`src/rtl/flash_poll_pkg.sv`:
```
package flash_poll_pkg;

    localparam int DQ_W     = 8;
    localparam int TOG_BIT  = 6;
    localparam int ERR_BIT  = 5;
    localparam int POLL_BIT = 7;
    localparam logic [DQ_W-1:0] RST_CMD = 8'hF0;

    typedef enum logic [1:0] {
        BUS_IDLE,
        BUS_ACT,
        BUS_REC
    } bus_st_e;

    typedef enum logic [1:0] {
        PL_IDLE,
        PL_ISSUE,
        PL_WAIT,
        PL_DONE
    } poll_st_e;

endpackage

```
`src/rtl/flash_bus_cycle.sv`:
```
module flash_bus_cycle
    import flash_poll_pkg::*;
#(
    parameter int ADDR_W = 19,
    parameter int T_RD   = 3,
    parameter int T_WP   = 2
) (
    input  logic              clk,
    input  logic              rst_n,
    input  logic              req_i,
    input  logic              wr_i,
    input  logic [ADDR_W-1:0] addr_i,
    input  logic [DQ_W-1:0]   wdata_i,
    output logic              ack_o,
    output logic              idle_o,
    output logic [DQ_W-1:0]   rdata_o,
    output logic [ADDR_W-1:0] fl_addr_o,
    output logic [DQ_W-1:0]   fl_dq_o,
    output logic              fl_dq_oe_o,
    input  logic [DQ_W-1:0]   fl_dq_i,
    output logic              fl_ce_n_o,
    output logic              fl_oe_n_o,
    output logic              fl_we_n_o
);

    localparam int T_MAX = (T_RD > T_WP) ? T_RD : T_WP;
    localparam int CNT_W = $clog2(T_MAX + 1);
    localparam logic [CNT_W-1:0] RD_LAST = CNT_W'(T_RD - 1);
    localparam logic [CNT_W-1:0] WP_LAST = CNT_W'(T_WP - 1);

    typedef struct packed {
        bus_st_e           st;
        logic [CNT_W-1:0]  cnt;
        logic              wr;
        logic [ADDR_W-1:0] addr;
        logic [DQ_W-1:0]   wdata;
        logic [DQ_W-1:0]   rdata;
    } bus_reg_t;

    bus_reg_t         q, d;
    logic [CNT_W-1:0] last_cnt;

    assign last_cnt = q.wr ? WP_LAST : RD_LAST;

    always_comb begin
        d = q;
        unique case (q.st)
            BUS_IDLE: begin
                if (req_i) begin
                    d.st    = BUS_ACT;
                    d.cnt   = '0;
                    d.wr    = wr_i;
                    d.addr  = addr_i;
                    d.wdata = wdata_i;
                end
            end
            BUS_ACT: begin
                if (q.cnt == last_cnt) begin
                    d.st = BUS_REC;
                    if (!q.wr) begin
                        d.rdata = fl_dq_i;
                    end
                end else begin
                    d.cnt = q.cnt + 1'b1;
                end
            end
            BUS_REC: d.st = BUS_IDLE;
            default: d.st = BUS_IDLE;
        endcase
    end

    always_ff @(posedge clk or negedge rst_n) begin
        if (!rst_n) begin
            q <= '0;
        end else begin
            q <= d;
        end
    end

    assign ack_o      = (q.st == BUS_REC);
    assign idle_o     = (q.st == BUS_IDLE);
    assign rdata_o    = q.rdata;
    assign fl_addr_o  = q.addr;
    assign fl_dq_o    = q.wdata;
    assign fl_dq_oe_o = q.wr && (q.st != BUS_IDLE);
    assign fl_ce_n_o  = !(q.st == BUS_ACT);
    assign fl_oe_n_o  = !((q.st == BUS_ACT) && !q.wr);
    assign fl_we_n_o  = !((q.st == BUS_ACT) && q.wr);


    ack_then_idle_chk: assert property (@(posedge clk) disable iff (!rst_n)
        ack_o |=> idle_o);


    addr_hold_chk: assert property (@(posedge clk) disable iff (!rst_n)
        ((q.st == BUS_ACT) && $past(q.st == BUS_ACT)) |-> $stable(fl_addr_o));


    strobe_len_chk: assert property (@(posedge clk) disable iff (!rst_n)
        (q.st == BUS_ACT) |-> (q.cnt <= last_cnt));

endmodule

```
`src/rtl/flash_poll_fsm.sv`:
```
module flash_poll_fsm
    import flash_poll_pkg::*;
#(
    parameter int ADDR_W    = 19,
    parameter int MAX_POLLS = 1024
) (
    input  logic              clk,
    input  logic              rst_n,
    input  logic              start_i,
    input  logic              data_mode_i,
    input  logic [DQ_W-1:0]   exp_data_i,
    input  logic [ADDR_W-1:0] addr_i,
    input  logic              hold_i,
    input  logic              bus_idle_i,
    input  logic              bus_ack_i,
    input  logic [DQ_W-1:0]   bus_rdata_i,
    output logic              req_o,
    output logic              wr_o,
    output logic [ADDR_W-1:0] addr_o,
    output logic [DQ_W-1:0]   wdata_o,
    output logic              busy_o,
    output logic              done_o,
    output logic              pass_o,
    output logic              fail_o,
    output logic [DQ_W-1:0]   result_o
);

    localparam int PC_W = $clog2(MAX_POLLS + 1);
    localparam logic [PC_W-1:0] POLL_LIMIT = PC_W'(MAX_POLLS);

    typedef struct packed {
        poll_st_e          st;
        logic              dmode;
        logic [DQ_W-1:0]   exp;
        logic [ADDR_W-1:0] addr;
        logic              phase;
        logic              tog1;
        logic              recheck;
        logic              fin;
        logic              op_wr;
        logic [PC_W-1:0]   polls;
        logic              done;
        logic              pass;
        logic              fail;
        logic [DQ_W-1:0]   result;
    } fsm_reg_t;

    fsm_reg_t q, d;
    logic     resolved;
    logic     err_seen;
    logic     issue;
    logic     fin_ok;

    always_comb begin
        d        = q;
        d.done   = 1'b0;
        issue    = 1'b0;
        resolved = q.dmode ? (bus_rdata_i[POLL_BIT] == q.exp[POLL_BIT])
                           : (bus_rdata_i[TOG_BIT] == q.tog1);
        err_seen = bus_rdata_i[ERR_BIT];
        fin_ok   = q.dmode ? (bus_rdata_i == q.exp) : 1'b1;
        unique case (q.st)
            PL_IDLE: begin
                if (start_i) begin
                    d.st      = PL_ISSUE;
                    d.dmode   = data_mode_i;
                    d.exp     = exp_data_i;
                    d.addr    = addr_i;
                    d.phase   = 1'b0;
                    d.tog1    = 1'b0;
                    d.recheck = 1'b0;
                    d.fin     = 1'b0;
                    d.op_wr   = 1'b0;
                    d.polls   = '0;
                    d.pass    = 1'b0;
                    d.fail    = 1'b0;
                    d.result  = '0;
                end
            end
            PL_ISSUE: begin
                if (!q.op_wr && hold_i) begin
                    d.phase = 1'b0;
                end else if (bus_idle_i) begin
                    issue = 1'b1;
                    d.st  = PL_WAIT;
                end
            end
            PL_WAIT: begin
                if (bus_ack_i) begin
                    d.st = PL_ISSUE;
                    if (q.op_wr) begin
                        d.st   = PL_DONE;
                        d.done = 1'b1;
                        d.fail = 1'b1;
                    end else if (q.fin) begin
                        d.st     = PL_DONE;
                        d.done   = 1'b1;
                        d.result = bus_rdata_i;
                        d.pass   = fin_ok;
                        d.fail   = !fin_ok;
                    end else if (!q.dmode && !q.phase) begin
                        d.tog1  = bus_rdata_i[TOG_BIT];
                        d.phase = 1'b1;
                    end else begin
                        d.phase = 1'b0;
                        if (resolved) begin
                            d.fin = 1'b1;
                        end else if (q.recheck) begin
                            d.op_wr = 1'b1;
                        end else if (err_seen) begin
                            d.recheck = 1'b1;
                        end else begin
                            d.polls = q.polls + 1'b1;
                            if (d.polls == POLL_LIMIT) begin
                                d.op_wr = 1'b1;
                            end
                        end
                    end
                end
            end
            PL_DONE: d.st = PL_IDLE;
            default: d.st = PL_IDLE;
        endcase
    end

    always_ff @(posedge clk or negedge rst_n) begin
        if (!rst_n) begin
            q <= '0;
        end else begin
            q <= d;
        end
    end

    assign req_o    = issue;
    assign wr_o     = q.op_wr;
    assign addr_o   = q.addr;
    assign wdata_o  = RST_CMD;
    assign busy_o   = (q.st != PL_IDLE);
    assign done_o   = q.done;
    assign pass_o   = q.pass;
    assign fail_o   = q.fail;
    assign result_o = q.result;


    done_flags_chk: assert property (@(posedge clk) disable iff (!rst_n)
        done_o |-> $onehot({pass_o, fail_o}));


    done_pulse_chk: assert property (@(posedge clk) disable iff (!rst_n)
        done_o |=> !done_o);


    ack_in_wait_chk: assert property (@(posedge clk) disable iff (!rst_n)
        bus_ack_i |-> (q.st == PL_WAIT));


    poll_bound_chk: assert property (@(posedge clk) disable iff (!rst_n)
        q.polls <= POLL_LIMIT);


    reset_write_ends_chk: assert property (@(posedge clk) disable iff (!rst_n)
        (bus_ack_i && wr_o) |=> (done_o && fail_o));


    pass_needs_read_chk: assert property (@(posedge clk) disable iff (!rst_n)
        (done_o && pass_o) |-> $past(bus_ack_i && !wr_o));


    hold_blocks_read_chk: assert property (@(posedge clk) disable iff (!rst_n)
        (hold_i && (q.st == PL_ISSUE) && !q.op_wr) |=> (q.st == PL_ISSUE));

endmodule

```
`src/rtl/flash_poll_ctrl.sv`:
```
module flash_poll_ctrl
    import flash_poll_pkg::*;
#(
    parameter int ADDR_W    = 19,
    parameter int T_RD      = 3,
    parameter int T_WP      = 2,
    parameter int MAX_POLLS = 1024
) (
    input  logic              clk,
    input  logic              rst_n,
    input  logic              start_i,
    input  logic              data_mode_i,
    input  logic [7:0]        exp_data_i,
    input  logic [ADDR_W-1:0] addr_i,
    input  logic              hold_i,
    output logic              busy_o,
    output logic              done_o,
    output logic              pass_o,
    output logic              fail_o,
    output logic [7:0]        result_o,
    output logic [ADDR_W-1:0] fl_addr_o,
    output logic [7:0]        fl_dq_o,
    output logic              fl_dq_oe_o,
    input  logic [7:0]        fl_dq_i,
    output logic              fl_ce_n_o,
    output logic              fl_oe_n_o,
    output logic              fl_we_n_o
);

    logic              bus_req;
    logic              bus_wr;
    logic [ADDR_W-1:0] bus_addr;
    logic [DQ_W-1:0]   bus_wdata;
    logic              bus_ack;
    logic              bus_idle;
    logic [DQ_W-1:0]   bus_rdata;

    flash_poll_fsm #(
        .ADDR_W    (ADDR_W),
        .MAX_POLLS (MAX_POLLS)
    ) u_fsm (
        .clk         (clk),
        .rst_n       (rst_n),
        .start_i     (start_i),
        .data_mode_i (data_mode_i),
        .exp_data_i  (exp_data_i),
        .addr_i      (addr_i),
        .hold_i      (hold_i),
        .bus_idle_i  (bus_idle),
        .bus_ack_i   (bus_ack),
        .bus_rdata_i (bus_rdata),
        .req_o       (bus_req),
        .wr_o        (bus_wr),
        .addr_o      (bus_addr),
        .wdata_o     (bus_wdata),
        .busy_o      (busy_o),
        .done_o      (done_o),
        .pass_o      (pass_o),
        .fail_o      (fail_o),
        .result_o    (result_o)
    );

    flash_bus_cycle #(
        .ADDR_W (ADDR_W),
        .T_RD   (T_RD),
        .T_WP   (T_WP)
    ) u_bus (
        .clk        (clk),
        .rst_n      (rst_n),
        .req_i      (bus_req),
        .wr_i       (bus_wr),
        .addr_i     (bus_addr),
        .wdata_i    (bus_wdata),
        .ack_o      (bus_ack),
        .idle_o     (bus_idle),
        .rdata_o    (bus_rdata),
        .fl_addr_o  (fl_addr_o),
        .fl_dq_o    (fl_dq_o),
        .fl_dq_oe_o (fl_dq_oe_o),
        .fl_dq_i    (fl_dq_i),
        .fl_ce_n_o  (fl_ce_n_o),
        .fl_oe_n_o  (fl_oe_n_o),
        .fl_we_n_o  (fl_we_n_o)
    );

endmodule

```
`config.mk`:
```
export PLATFORM = sky130hd
export DESIGN_NAME = flash_poll_ctrl
export DESIGN_NICKNAME = d
export VERILOG_FILES = /design/src/rtl/flash_poll_pkg.sv /design/src/rtl/flash_bus_cycle.sv /design/src/rtl/flash_poll_fsm.sv /design/src/rtl/flash_poll_ctrl.sv
export SDC_FILE = /design/constraint.sdc
export NUM_CORES = 1
export LEC_CHECK = 0
export ABC_AREA = 1
export BUFFER_PORTS_ARGS = -buffer_cell sky130_fd_sc_hd__buf_2
export CAP_MARGIN = 10
export CORE_ASPECT_RATIO = 1.25
export CORE_MARGIN = 3
export CORE_UTILIZATION = 45
export DETAILED_ROUTE_END_ITERATION = 16
export PLACE_DENSITY = 0.65
export SYNTH_ARGS = -nofsm -noshare
export SYNTH_HDL_FRONTEND = slang
export SYNTH_SLANG_ARGS = --single-unit
```
`constraint.sdc`:
```
create_clock -name clk -period 2.3 [get_ports clk]
set_clock_uncertainty 0.05 [all_clocks]
set_input_delay 0.345 -clock clk [delete_from_list [all_inputs] [get_ports clk]]
set_output_delay 0.345 -clock clk [all_outputs]
set_load 0.02 [all_outputs]
```
* After elaboration in Yosys (flattened, before gate mapping)
Index checks and enable logic that the tools add are counted.
** Word-level totals
- Register bits after elaboration :: 90
- Output and inout port bits :: 43
** Operators by class
- Add/subtract/negate cells :: 2
- Equal/unequal tests :: 27
- Muxes and demuxes :: 44
- Bitwise logic cells :: 1
- Reductions and logical operators :: 34
** Operators with widths (count)
- 46-bit 2-to-1 mux :: 1
- 16-bit 2-to-1 mux :: 2
- 32-bit 2-to-1 mux :: 1
- 15-bit one-hot mux with 2 select lines :: 1
- 27-bit 2-to-1 mux :: 1
- 12-bit 2-to-1 mux :: 2
- 2-bit != test (second input constant) :: 12
- 11-bit 2-to-1 mux :: 2
- 10-bit one-hot mux with 2 select lines :: 1
- 1-bit 2-to-1 mux :: 18
- 2-bit 2-to-1 mux :: 8
- 14-bit 2-to-1 mux :: 1
- 4-bit AND reduction :: 3
- 6-bit AND reduction :: 2
- 11-bit by 1-bit adder with 11-bit output (second input constant) :: 1
- 11-bit == test (second input constant) :: 1
- 10-bit 2-to-1 mux :: 1
- 3-bit AND reduction :: 3
- 9-bit AND reduction :: 1
- 8-bit == test :: 1
- 1-bit logical NOT :: 8
- 8-bit 2-to-1 mux :: 1
- 2-bit by 1-bit != test with 1-bit output (second input constant) :: 4
- 2-bit one-hot mux with 2 select lines :: 2
- 16 further kinds :: 30

* Longest topological paths before layout
Gate-level depths: netlist (run 1).
- Word-level depth :: 11
- Mapped depth :: 13

* Modules after synthesis
A second synthesis (run 1) with hierarchy kept.
** Second synthesis, totals
- Cells, all modules :: 562
- Area, all modules :: 5198.7 um2
** By module, submodules not included
- flash_poll_fsm :: instances 1, cells an instance 339, area each 3108.0 um2
- flash_bus_cycle :: instances 1, cells an instance 223, area each 2090.8 um2

* Worst setup path before layout (run 1)
Ideal clock, no wire load.
- Path kind :: flip-flop to flip-flop
- Start :: register u_fsm.q[55] (netlist name)
- End :: register u_fsm.q[13] (netlist name)
- Setup time :: 0.117 ns
- Arrival time :: 1.515 ns
- Setup slack :: 0.619 ns
- Cell stages (with the launch flop) :: 12
- Cells stage by stage :: dfrtp_1 inv_1 ha_1 buf_6 inv_2 o21ai_2 nand2_2 nor2_4 nand3_4 buf_6 nand2_1 nand2_1
** On the way
- Longest elaborated chain between the ends :: 3
** RTL lines
- start: declaration :: line flash_poll_fsm.sv:48 : fsm_reg_t q, d;
- start signal: assignment :: line flash_poll_fsm.sv:128 : q <= '0;
- start signal: assignment :: line flash_poll_fsm.sv:130 : q <= d;
- 2-bit == test / 2-bit logical NOT (equally long branches) :: line flash_poll_fsm.sv:62 : unique case (q.st)
- 2-bit != test (no line) / 2-bit nonzero test (equally long branches)
- 9-bit AND reduction (no line)
Several ways; a longest one is shown, not always the timed one.
A chain may end at the register's enable or synchronous reset.

* Final worst setup path (run 1)
Ends and elaborated chain as after synthesis.

==> qor.txt, run 1 <==
WORST SETUP PATH
--------------------------------------------------------------------------------
Critical path cell sequence                                         inv_1 -> ha_1 -> buf_4 -> nand2_1 -> nand2_2 -> nor2_4 -> nand3_4 -> clkinv_2 -> nand2_1 -> nand2_1
Crit path DAT                                                            2.01 ns
Most frequent cell on the critical path                             sky130_fd_sc_hd__nand2_1
Category of the critical setup timing path                               reg2reg
CP required                                                              2.48 ns
Worst Setup End Kind                                                    register
Crit path launch type                                                   register
Cell with the biggest individual delay on the critical path         sky130_fd_sc_hd__dfrtp_1
Peak fanout along the critical path                                           13
Slowest stage delay, CP                                                  0.40 ns

PWR
--------------------------------------------------------------------------------
Register share of total power                                              0.399
Part of the total power dissipated in combinational logic                  0.348
Worst voltage drop across the vdd grid                                0.000625 V
Standby leakage power                                                    2.62 nW
Sw frac                                                                    0.384
Internal power of the cells                                            0.00369 W
Power Density                                                       1180 nW/um^2
Proportion of power drawn by the clock network                             0.253
Switching power                                                        0.00230 W

CELLS AND AREA
--------------------------------------------------------------------------------
Area growth, synth to finish                                               13.3%
Non-Filler Cell Area, Final                                           5080 sq um
# nets final                                                                 637
Most frequent cells in the layout                                   154 x sky130_fd_sc_hd__nand2_1, 90 x sky130_fd_sc_hd__dfrtp_1, 77 x sky130_fd_sc_hd__buf_2
Most common library cell in the layout ignoring fill and taps       sky130_fd_sc_hd__nand2_1
Antenna fix cells                                                              0
Share of cells above drive strength 1                                      0.211

YOSYS
--------------------------------------------------------------------------------
Largest cells by area after synthesis                               sky130_fd_sc_hd__dfrtp_1 50%, sky130_fd_sc_hd__nand2_1 13%, sky130_fd_sc_hd__buf_4 5.9%, sky130_fd_sc_hd__inv_1 5.7%, sky130_fd_sc_hd__o21ai_0 5.1%
Count of mapped cells out of synthesis                                       541
Number of synthesized flops with an enable pin                                 0
Synth unique cells                                                            38
Most instantiated flip-flop cell in the synthesis netlist           sky130_fd_sc_hd__dfrtp_1
Post-synth top area share                                                  0.503
Dominant cell type by area after synthesis                          sky130_fd_sc_hd__dfrtp_1
Warnings from Yosys                                                            0
Fraction of the yosys area taken by sequential cells                       0.503
Number of register bits inferred by synthesis                                 90
Asr flop ratio synth                                                        1.00
Cell area after synthesis                                             4480 sq um
Avg Synthesized Cell Area                                             8.28 sq um

TIMING
--------------------------------------------------------------------------------
Fin Hold WS                                                             0.155 ns
Max Slew Vio Count                                                             0
Unrepaired setup endpoints after global routing                               no
Top achievable clock speed                                               545 MHz
Final TNS setup                                                             0 ns
Total setup violations reported at the end of the flow                         0
Final period util                                                          0.797
Count of final hold-check violations                                           0
Shortest period the worst path allows                                    1.83 ns
Worst slew pin tran                                                     0.499 ns
Tightest slew margin relative to the limit                                 0.667
Minimum setup slack in the final design                                 0.466 ns

CLOCK NETWORK
--------------------------------------------------------------------------------
Clk_lat worst skew                                                       0.34 ns
Clock buffers created by TritonCTS                                             9
CTS clk-pin slew, worst paths                                            0.07 ns
Resize count post-CTS                                                          0
Clock tree from TritonCTS                                                    yes
Clock Path Buffers                                                             2
Post-CTS Setup Repair Bufs                                                     0
Count of hold buffers inserted by post-cts repair                              1
Count of clock tree sinks                                                     90
CTS HTree Levels                                                               3
Root buffer selected by CTS                                         sky130_fd_sc_hd__clkbuf_16

DRT
--------------------------------------------------------------------------------
DRC violations left                                                            0
Post-detailed-route wirelength per cell                                  12.4 um
Met2 routed wirelength                                                   4190 um
Total met3 wirelength after detailed routing                              454 um
Total detailed-routing wirelength                                        8980 um
DRT Pass-1 Iters                                                               4
Sum of routed wire segments on met1                                      4180 um
Detail-routed via count per cell                                            4.71
Highest routing layer actually used                                         met4
Number of routed nets with antenna violations                                  0
DRT iter0 DRCs                                                               187
Via count                                                                   3403

GRT
--------------------------------------------------------------------------------
Number of antenna violations at the first check in global routing              0
Number of global-route vias before repair                                   3414
Largest net degree at the start of global routing                             53
Global-route wire length before repair                                  15800 um
Overflow after GRT                                                             0
Overall global routing resource usage                                      0.177

FLOORPLAN
--------------------------------------------------------------------------------
Height of the chip                                                        118 um
Initial Util                                                               0.464
Horizontal extent of the die                                             95.3 um
Row cnt                                                                       40
Total Die Area                                                       11200 sq um
Core region area                                                      9660 sq um
Top Ports                                                                     83

PLACE
--------------------------------------------------------------------------------
Total placed instance area                                            4750 sq um
Port-buffer cells                                                             78
RD Place Congestion                                                        0.874
DP HPWL                                                                  6510 um
Pre-CTS setup slack                                                     0.458 ns

WORST HOLD PATH
--------------------------------------------------------------------------------
Hold Crit Class                                                           in2reg

OUTCOME
--------------------------------------------------------------------------------
Run status                                                          finished clean

FLOW RUN
--------------------------------------------------------------------------------
Max-cap viol count                                                             0

==> path summary, 6_finish.rpt <==
path / endpoint / startpoint / slack [ns] / cells past startpoint
max in group asynchronous: u_fsm.q[11] / rst_n / 1.02 / 3
min in group asynchronous: u_bus.fl_addr_o[0] / rst_n / 0.52 / 2
min reg2reg: u_fsm.fail_o / u_fsm.fail_o / 0.43 / 2
min: u_fsm.q[49] / exp_data_i[3] / 0.15 / 3
max: u_fsm.q[13] / u_fsm.q[55] / 0.47 / 10
max reg2reg: u_fsm.q[13] / u_fsm.q[55] / 0.47 / 10
==> worst max-delay path, delay by kind of cell, from the launching register on <==
| family | cells | cell delay, ns |
|---|---|---|
| simple gates | 6 | 0.58 |
| buf+inv | 3 | 0.49 |
| fa+ha+maj | 1 | 0.20 |
| flops | 1 | 0.40 |
==> logic make-up (layout without fill, tap and decap cells) <==
kind of cell,Yosys count,after routing,share of synthesized area
adder cells (fa/ha/maj),6,6,0.0167
other,1,4,0.000837
buffers and inverters,123,175,0.139
flip-flops,90,90,0.503
multiplexers,1,1,0.00251
AO/OA/AOI/OAI,79,79,0.0997
XOR/XNOR,9,9,0.0176
AND/OR/NAND/NOR,232,232,0.221
==> final cells by class <==
class                           count  area [sq um]
Clock buffer                       11           253
Clock inverter                      5          60.1
Fill cell                         931          4580
Inverter                           75           283
Multi-Input combinational cell    331          1620
Sequential cell                    90          2250
Tap cell                          126           158
Timing Repair Buffer               84           453
==> registers in the layout, indices dropped and copies added (netlist names) <==
signal           flops
u_bus.fl_addr_o     19
u_bus.q              5
u_bus.fl_dq_o        1
u_bus.rdata_o        8
u_fsm.wr_o           1
u_fsm.pass_o         1
u_fsm.done_o         1
u_fsm.q             26
u_fsm.addr_o        19
u_fsm.result_o       8
u_fsm.fail_o         1
==> metrics by stage <==
stage,util,power [W],std cells
after floorplan,-,0.00411,544
after global placement,0.492,0.00443,705
after detailed placement,0.492,0.00452,705
after CTS,0.526,0.00607,722
after global routing,0.526,0.00646,722
final,0.526,0.00599,722
==> power by group through the flow <==
stage               Clock (W)  Combinational (W)  Sequential [W]
floorplan                   0            0.00178         0.00233
global placement            0            0.00203         0.00240
detailed placement          0            0.00211         0.00242
CTS                   0.00156            0.00212         0.00240
global route          0.00163            0.00238         0.00245
finish                0.00152            0.00209         0.00239
==> synth_stat cells, drive strengths merged, types with 2 or more instances <==
cell type / count
xnor2: 4
xor2: 5
o21ai: 50
nor3: 2
nand3: 17
ha: 6
dfrtp: 90
o22ai: 7
buf: 42
nand2: 160
a21oi: 15
nand4: 3
o21bai: 2
inv: 74
nor2: 48
clkbuf: 6
==> routing by layer <==
metal | track usage | vias to the layer above
met2 | 0.271 | 64
met5 | 0 | -
met4 | 0.0641 | 0
met1 | 0.239 | 1573
li1 | - | 1753
met3 | 0.0467 | 13
No activity file was read; power rests on OpenSTA's default activity.
==> run 2: changes to the inputs <==
--- a/config.mk
+++ b/config.mk
@@ -12,7 +12,7 @@
 export CORE_MARGIN = 3
 export CORE_UTILIZATION = 45
 export DETAILED_ROUTE_END_ITERATION = 16
-export PLACE_DENSITY = 0.65
+export PLACE_DENSITY = 0.67
 export SYNTH_ARGS = -nofsm -noshare
 export SYNTH_HDL_FRONTEND = slang
 export SYNTH_SLANG_ARGS = --single-unit
==> constraint.sdc (replaced) <==
create_clock -name clk -period 1.5 [get_ports clk]
set_clock_uncertainty 0.05 [all_clocks]
set_input_delay 0.225 -clock clk [delete_from_list [all_inputs] [get_ports clk]]
set_output_delay 0.225 -clock clk [all_outputs]
set_load 0.02 [all_outputs]
==> qor.txt, run 2 (synthesis results as in run 1) <==
CELLS AND AREA
--------------------------------------------------------------------------------
Sequential cell area                                                  2260 sq um   +0.17%
Area growth, synth to finish                                               34.7%
Final Instance Count excl. Fillers                                           779   +7.9%
Share of cells above drive strength 1                                      0.374   +0.162
# nets final                                                                 694   +8.9%
# fillers                                                                    771   -17%
Most common library cell in the layout ignoring fill and taps       sky130_fd_sc_hd__nand2_1
Top reg by flops                                                         u_fsm.q
Flip-flop count of the largest register after layout                          26   unchanged
Multi-input logic area                                                1950 sq um   +20%
Most frequent cells in the layout                                   135 x sky130_fd_sc_hd__nand2_1, 87 x sky130_fd_sc_hd__dfrtp_1, 72 x sky130_fd_sc_hd__buf_2
Antenna fix cells                                                              0   unchanged

CLOCK NETWORK
--------------------------------------------------------------------------------
Root buffer selected by CTS                                         sky130_fd_sc_hd__clkbuf_16
CTS clk-pin slew, worst paths                                            0.06 ns   about the same
CTS HTree Levels                                                               3   unchanged
Clock tree from TritonCTS                                                    yes
Clock buffers created by TritonCTS                                             9   unchanged
Clk_lat worst skew                                                       0.34 ns   about the same
Count of clock tree sinks                                                     90   unchanged
Clock Path Buffers                                                             2   unchanged

DRT
--------------------------------------------------------------------------------
Post-detailed-route wirelength per cell                                  14.1 um   +13%
Detail-routed via count per cell                                            4.84   +2.7%
Number of routed nets with antenna violations                                  0   unchanged
DRT Pass-1 Iters                                                               6   +2
Via count                                                                   3771   +11%
DRT iter0 DRCs                                                               232   +24%
Total detailed-routing wirelength                                       11000 um   +22%
DRC violations left                                                            0   unchanged

WORST SETUP PATH
--------------------------------------------------------------------------------
First element of the critical path                                   u_fsm.q[56]
CP required                                                              1.72 ns   -0.76 ns
Crit path launch type                                                   register
Crit path DAT                                                            1.90 ns   -0.11 ns
Reg-to-reg slack, setup                                                 -0.18 ns   -0.65 ns
Worst Setup End Kind                                                    register
Peak fanout along the critical path                                            8   -5
Reg-to-reg startpoint                                                u_fsm.q[56]
Category of the critical setup timing path                               reg2reg

TIMING
--------------------------------------------------------------------------------
Total setup violations reported at the end of the flow                        25   +25
Max Slew Vio Count                                                             0   unchanged
Minimum setup slack in the final design                                -0.179 ns   -0.646 ns
Count of final hold-check violations                                           0   unchanged
Final period util                                                           1.12   +0.322
Top achievable clock speed                                               595 MHz   +9.2%
Unrepaired setup endpoints after global routing                              yes
Shortest period the worst path allows                                    1.68 ns   -0.154 ns

PWR
--------------------------------------------------------------------------------
Internal power of the cells                                            0.00672 W   +82%
Part of the total power dissipated in combinational logic                  0.462   +0.114
Switching power                                                        0.00430 W   +87%
Post-route total power                                                  0.0110 W   +84%
Power Density                                                       1820 nW/um^2   +55%
Standby leakage power                                                    3.02 nW   +15%
Register share of total power                                              0.334   -0.065
Sw frac                                                                    0.390   +0.00630
Worst voltage drop across the vdd grid                                 0.00104 V   +67%
Proportion of power drawn by the clock network                             0.204   -0.049

PLACE
--------------------------------------------------------------------------------
Port-buffer cells                                                             78   unchanged
RD Place Congestion                                                        0.897   +2.5%
DP HPWL                                                                  6950 um   +6.7%
Pre-CTS setup slack                                                    -0.198 ns   -0.656 ns
Placed insts                                                                 740   +5.0%

WORST HOLD PATH
--------------------------------------------------------------------------------
Hold Crit Class                                                           in2reg
Critical hold path startpoint                                       exp_data_i[0]

FLOORPLAN
--------------------------------------------------------------------------------
Horizontal extent of the die                                             95.3 um   unchanged
Total Die Area                                                       11200 sq um   unchanged
Core region area                                                      9660 sq um   unchanged
Top Ports                                                                     83   unchanged
Row cnt                                                                       40   unchanged
Height of the chip                                                        118 um   unchanged
Initial Util                                                               0.464   unchanged

GRT
--------------------------------------------------------------------------------
Overflow after GRT                                                             0   unchanged
Overall global routing resource usage                                      0.193   +0.0163
Largest net degree at the start of global routing                             38   -28%
Number of global-route vias before repair                                   3616   +5.9%
Global-route wire length before repair                                  17200 um   +8.6%
Number of antenna violations at the first check in global routing              0   unchanged

OUTCOME
--------------------------------------------------------------------------------
Run status                                                          finished, violations left
Violated checks                                                     setup timing

FLOW RUN
--------------------------------------------------------------------------------
Max-cap viol count                                                             0   unchanged

-- run 2: changes by cell type in the layout (fill, tap and decap cells not counted), sizes merged --
cell | before | now
a21oi | 15 | 16
buf | 83 | 133
clkbuf | 11 | 15
clkinv | 3 | 4
inv | 75 | 74
nand3 | 17 | 18
nand4 | 3 | 4
-- run 2: routing by layer --
metal | share of wire | wire length (um) | GRT usage | vias up
met4 | 0.018 | 201 | 0.0695 | 0
met3 | 0.058 | 635 | 0.0524 | 14
met1 | 0.42 | 4590 | 0.249 | 1795
met2 | 0.51 | 5550 | 0.308 | 95
li1 | - | - | - | 1867
met5 | 0 | 0 | 0 | -
-- run 2: area by class of cell --
class / count / area share
clock buffers: 12 / 0.0408
repair inverters: 1 / 0.00104
inverters: 75 / 0.0512
repair buffers: 137 / 0.176
well taps: 126 / 0.0261
clock inverters: 4 / 0.00850
multi-input cells: 334 / 0.323
flip-flops and latches: 90 / 0.374
-- run 2: path summary, 6_finish.rpt --
kind | end | cells after the start
max in group asynchronous | u_bus.q[39] | 3
max reg2reg | u_fsm.q[18] | 10
min reg2reg | u_bus.fl_addr_o[0] | 2
min | u_fsm.q[46] | 3
max | u_fsm.q[18] | 10
min in group asynchronous | u_fsm.q[15] | 2
-- run 2: worst max-delay path, cell delays in order (launching register included) --
cell and delay [ns]:
sky130_fd_sc_hd__dfrtp_1 0.41, sky130_fd_sc_hd__inv_2 0.11, sky130_fd_sc_hd__ha_4 0.19, sky130_fd_sc_hd__nand2_4 0.08, sky130_fd_sc_hd__o21ai_4 0.08, sky130_fd_sc_hd__nand2_4 0.09
sky130_fd_sc_hd__nor2_4 0.18, sky130_fd_sc_hd__nand3_4 0.19, sky130_fd_sc_hd__inv_4 0.13, sky130_fd_sc_hd__nand2_1 0.06, sky130_fd_sc_hd__nand2_1 0.06
-- run 2: repair_timing --
action,4_1_cts,5_1_grt
hold buffers,1,0
resized for setup,51,76
endpoints found under the hold margin,90,0
cloned,4,4
buffers inserted,6,10
pin swaps,18,26
endpoints found under the setup margin,78,89
-- run 2: stage by stage --
step | hold WS (ns) | area (sq um) | util | TNS, ns
global placement | 0.00453 | 5080 | 0.526 | -2.49
finish | 0.0274 | 6040 | 0.625 | -2.57
detailed placement | 0.00198 | 5080 | 0.526 | -5.34
floorplan | -0.121 | 4540 | - | -4.12
CTS | 0.0219 | 5650 | 0.585 | -2.07
global route | 0.0246 | 6040 | 0.625 | -5.15
-- run 2: power by group through the flow --
stage,clock [W],combinational (W),sequential [W]
after CTS,0.00229,0.00427,0.00365
after global routing,0.00239,0.00560,0.00377
after global placement,0,0.00367,0.00364
after detailed placement,0,0.00379,0.00367
final,0.00225,0.00509,0.00368
after floorplan,0,0.00283,0.00359
==> run 3: changes to the inputs <==
--- a/config.mk
+++ b/config.mk
@@ -10,9 +10,10 @@
 export CAP_MARGIN = 10
 export CORE_ASPECT_RATIO = 1.25
 export CORE_MARGIN = 3
-export CORE_UTILIZATION = 45
+export CORE_UTILIZATION = 50
 export DETAILED_ROUTE_END_ITERATION = 16
-export PLACE_DENSITY = 0.67
+export PLACE_DENSITY = 0.74
+export SKIP_LAST_GASP = 1
 export SYNTH_ARGS = -nofsm -noshare
 export SYNTH_HDL_FRONTEND = slang
 export SYNTH_SLANG_ARGS = --single-unit
==> qor.txt, run 3 (synthesis results as in run 1) <==
WORST SETUP PATH
---------------------------------------------------------------------------------
Category of the critical setup timing path                                reg2reg
Crit path DAT                                                             1.94 ns   +0.04 ns
Slowest stage delay, CP                                                   0.40 ns   about the same
Critical path cell sequence                                          inv_2 -> ha_4 -> inv_4 -> nor2_1 -> nor2_4 -> nand3_4 -> clkinv_4 -> nand2_2 -> nand2_1
Peak fanout along the critical path                                             8   unchanged
CP required                                                               1.69 ns   -0.03 ns
Reg-to-reg slack, setup                                                  -0.24 ns   -0.06 ns
Number of buffer and inverter instances along the worst setup path              3   +1
Crit path launch type                                                    register
Cell with the biggest individual delay on the critical path          sky130_fd_sc_hd__dfrtp_1
Top Family by Delay on Critical Path                                 simple AND/OR/NAND/NOR gates
Worst Setup End Kind                                                     register

GRT
---------------------------------------------------------------------------------
Met1 layer usage reported by global route                                   0.268   +0.0191
Overflow after GRT                                                              0   unchanged
Number of antenna violations at the first check in global routing               0   unchanged
Fraction of met2 tracks used by global routing                              0.373   +0.0642
Layer with the highest usage                                                 met2
Largest net degree at the start of global routing                              33   -13%
Global-route wire length before repair                                   17800 um   +3.9%
Met3 GRT Util                                                              0.0520   -0.000403
Overall global routing resource usage                                       0.218   +0.0250
Number of global-route vias before repair                                    3882   +7.4%

PWR
---------------------------------------------------------------------------------
Worst voltage drop across the vdd grid                                  0.00138 V   +32%
Standby leakage power                                                     3.02 nW   +0.15%
Sw frac                                                                     0.412   +0.0222
Part of the total power dissipated in combinational logic                   0.493   +0.031
Switching power                                                         0.00431 W   +0.28%
Proportion of power drawn by the clock network                              0.157   -0.047
Post-route total power                                                   0.0104 W   -5.1%
Internal power of the cells                                             0.00614 W   -8.6%
Register share of total power                                               0.350   +0.016
Power Density                                                        1730 nW/um^2   -5.1%

DRT
---------------------------------------------------------------------------------
DRC violations left                                                             0   unchanged
DRT iter0 DRCs                                                                220   -5.2%
Number of routed nets with antenna violations                                   0   unchanged
Total detailed-routing wirelength                                        11900 um   +8.0%
Post-detailed-route wirelength per cell                                   15.1 um   +7.1%
Detail-routed via count per cell                                             5.12   +5.9%
Via count                                                                    4023   +6.7%
DRT Pass-1 Iters                                                                5   -1

FLOORPLAN
---------------------------------------------------------------------------------
Initial Util                                                                0.515   +0.0511
Height of the chip                                                         112 um   -4.9%
Total Die Area                                                        10100 sq um   -9.4%
Core region area                                                       8700 sq um   -9.9%
Row cnt                                                                        38   -5.0%
Horizontal extent of the die                                              90.7 um   -4.8%
Top Ports                                                                      83   unchanged

CLOCK NETWORK
---------------------------------------------------------------------------------
Clock Path Buffers                                                              2   unchanged
CTS clk-pin slew, worst paths                                             0.09 ns   +0.03 ns
CTS HTree Levels                                                                3   unchanged
Root buffer selected by CTS                                          sky130_fd_sc_hd__clkbuf_8
Clk_lat worst skew                                                        0.36 ns   +0.02 ns
Clock tree from TritonCTS                                                     yes
Count of clock tree sinks                                                      90   unchanged
Clock buffers created by TritonCTS                                              9   unchanged

TIMING
---------------------------------------------------------------------------------
Top achievable clock speed                                                573 MHz   -3.7%
Shortest period the worst path allows                                     1.74 ns   +0.0644 ns
Count of final hold-check violations                                            0   unchanged
Total setup violations reported at the end of the flow                         31   +24%
Final TNS setup                                                          -4.57 ns   -1.99 ns
Unrepaired setup endpoints after global routing                               yes
Fin Hold WS                                                             0.0116 ns   -0.0158 ns
Max Slew Vio Count                                                              0   unchanged
Final period util                                                            1.16   +0.0429
Minimum setup slack in the final design                                 -0.244 ns   -0.0644 ns

CELLS AND AREA
---------------------------------------------------------------------------------
Area growth, synth to finish                                                34.6%   about the same
Multi-input logic area                                                 1970 sq um   +0.96%
Antenna fix cells                                                               0   unchanged
Most common library cell in the layout ignoring fill and taps        sky130_fd_sc_hd__nand2_1
Most frequent cells in the layout                                    135 x sky130_fd_sc_hd__nand2_1, 87 x sky130_fd_sc_hd__dfrtp_1, 74 x sky130_fd_sc_hd__buf_2
Utilization after layout                                                    0.694   +0.0687
Flip-flop count of the largest register after layout                           26   unchanged
Share of cells above drive strength 1                                       0.376   +0.00228
# fillers                                                                     622   -19%
Top reg by flops                                                          u_fsm.q
Non-Filler Cell Area, Final                                            6030 sq um   about the same
# nets final                                                                  706   +1.7%
Sequential cell area                                                   2260 sq um   unchanged

OUTCOME
---------------------------------------------------------------------------------
Violated checks                                                      setup timing
Run status                                                           finished, violations left

PLACE
---------------------------------------------------------------------------------
DP HPWL                                                                   6950 um   about the same
Port-buffer cells                                                              78   unchanged
Total placed instance area                                             5080 sq um   unchanged
RD Place Congestion                                                         0.848   -5.5%

WORST HOLD PATH
---------------------------------------------------------------------------------
Hold Crit Class                                                            in2reg

FLOW RUN
---------------------------------------------------------------------------------
Max-cap viol count                                                              0   unchanged

[run 3: cell count changes in the layout (fill, tap and decap cells not counted), sizes merged]
cell         delta
clkbuf          +1
buf            +10
dlygate4sd3     +2
bufinv          -1
[run 3: per-stage QoR]
| step | setup WS [ns] | cells |
|---|---|---|
| floorplan | -0.145 | 544 |
| global placement | -0.106 | 735 |
| detailed placement | -0.186 | 735 |
| CTS | -0.177 | 768 |
| global route | -0.343 | 785 |
| finish | -0.244 | 785 |
[run 3: repair_timing]
action                     4_1_cts  5_1_grt
gates cloned                     6        4
resized for setup               54       61
pin swaps                       11       24
buffers inserted                 8       14
setup endpoints to repair       62       71
hold endpoints to repair        46        0
hold buffers                     3        0
[run 3: power by group through the flow]
stage / logic [W] / registers (W) / clock network [W]
after detailed placement: 0.00381 / 0.00367 / 0
after global placement: 0.00366 / 0.00364 / 0
after global routing: 0.00562 / 0.00375 / 0.00175
after CTS: 0.00445 / 0.00364 / 0.00165
final: 0.00515 / 0.00366 / 0.00164
after floorplan: 0.00283 / 0.00359 / 0
[run 3: final cells by class]
cell class | count | area share
sequential | 90 | 0.374
tap | 120 | 0.0249
timing repair inverter | 1 | 0.00145
inverter | 75 | 0.0496
clock buffer | 13 | 0.0296
multi-input combinational | 334 | 0.326
timing repair buffer | 149 | 0.191
clock inverter | 3 | 0.00352
[run 3: path summary, 6_finish.rpt]
path	to	startpoint	cells past startpoint
max	u_fsm.q[19]	u_fsm.q[55]	9
min	u_fsm.addr_o[10]	addr_i[10]	3
max reg2reg	u_fsm.q[19]	u_fsm.q[55]	9
min reg2reg	u_fsm.fail_o	u_fsm.fail_o	2
max in group asynchronous	u_fsm.pass_o	rst_n	3
min in group asynchronous	u_fsm.q[14]	rst_n	2
[run 3: metal layers]
metal  part of all wire  vias to the layer above  routed length, um
li1                   -                     1893                  -
met1               0.39                     1955               4590
met2               0.52                      139               6120
met3              0.062                       36                734
met4              0.035                        0                417
met5                  0                        -                  0
[run 3: tightest hold or removal path, stage by stage]
cell and delay, ns:
sky130_fd_sc_hd__buf_2 0.07, sky130_fd_sc_hd__nand2_1 0.04, sky130_fd_sc_hd__o21ai_0 0.06
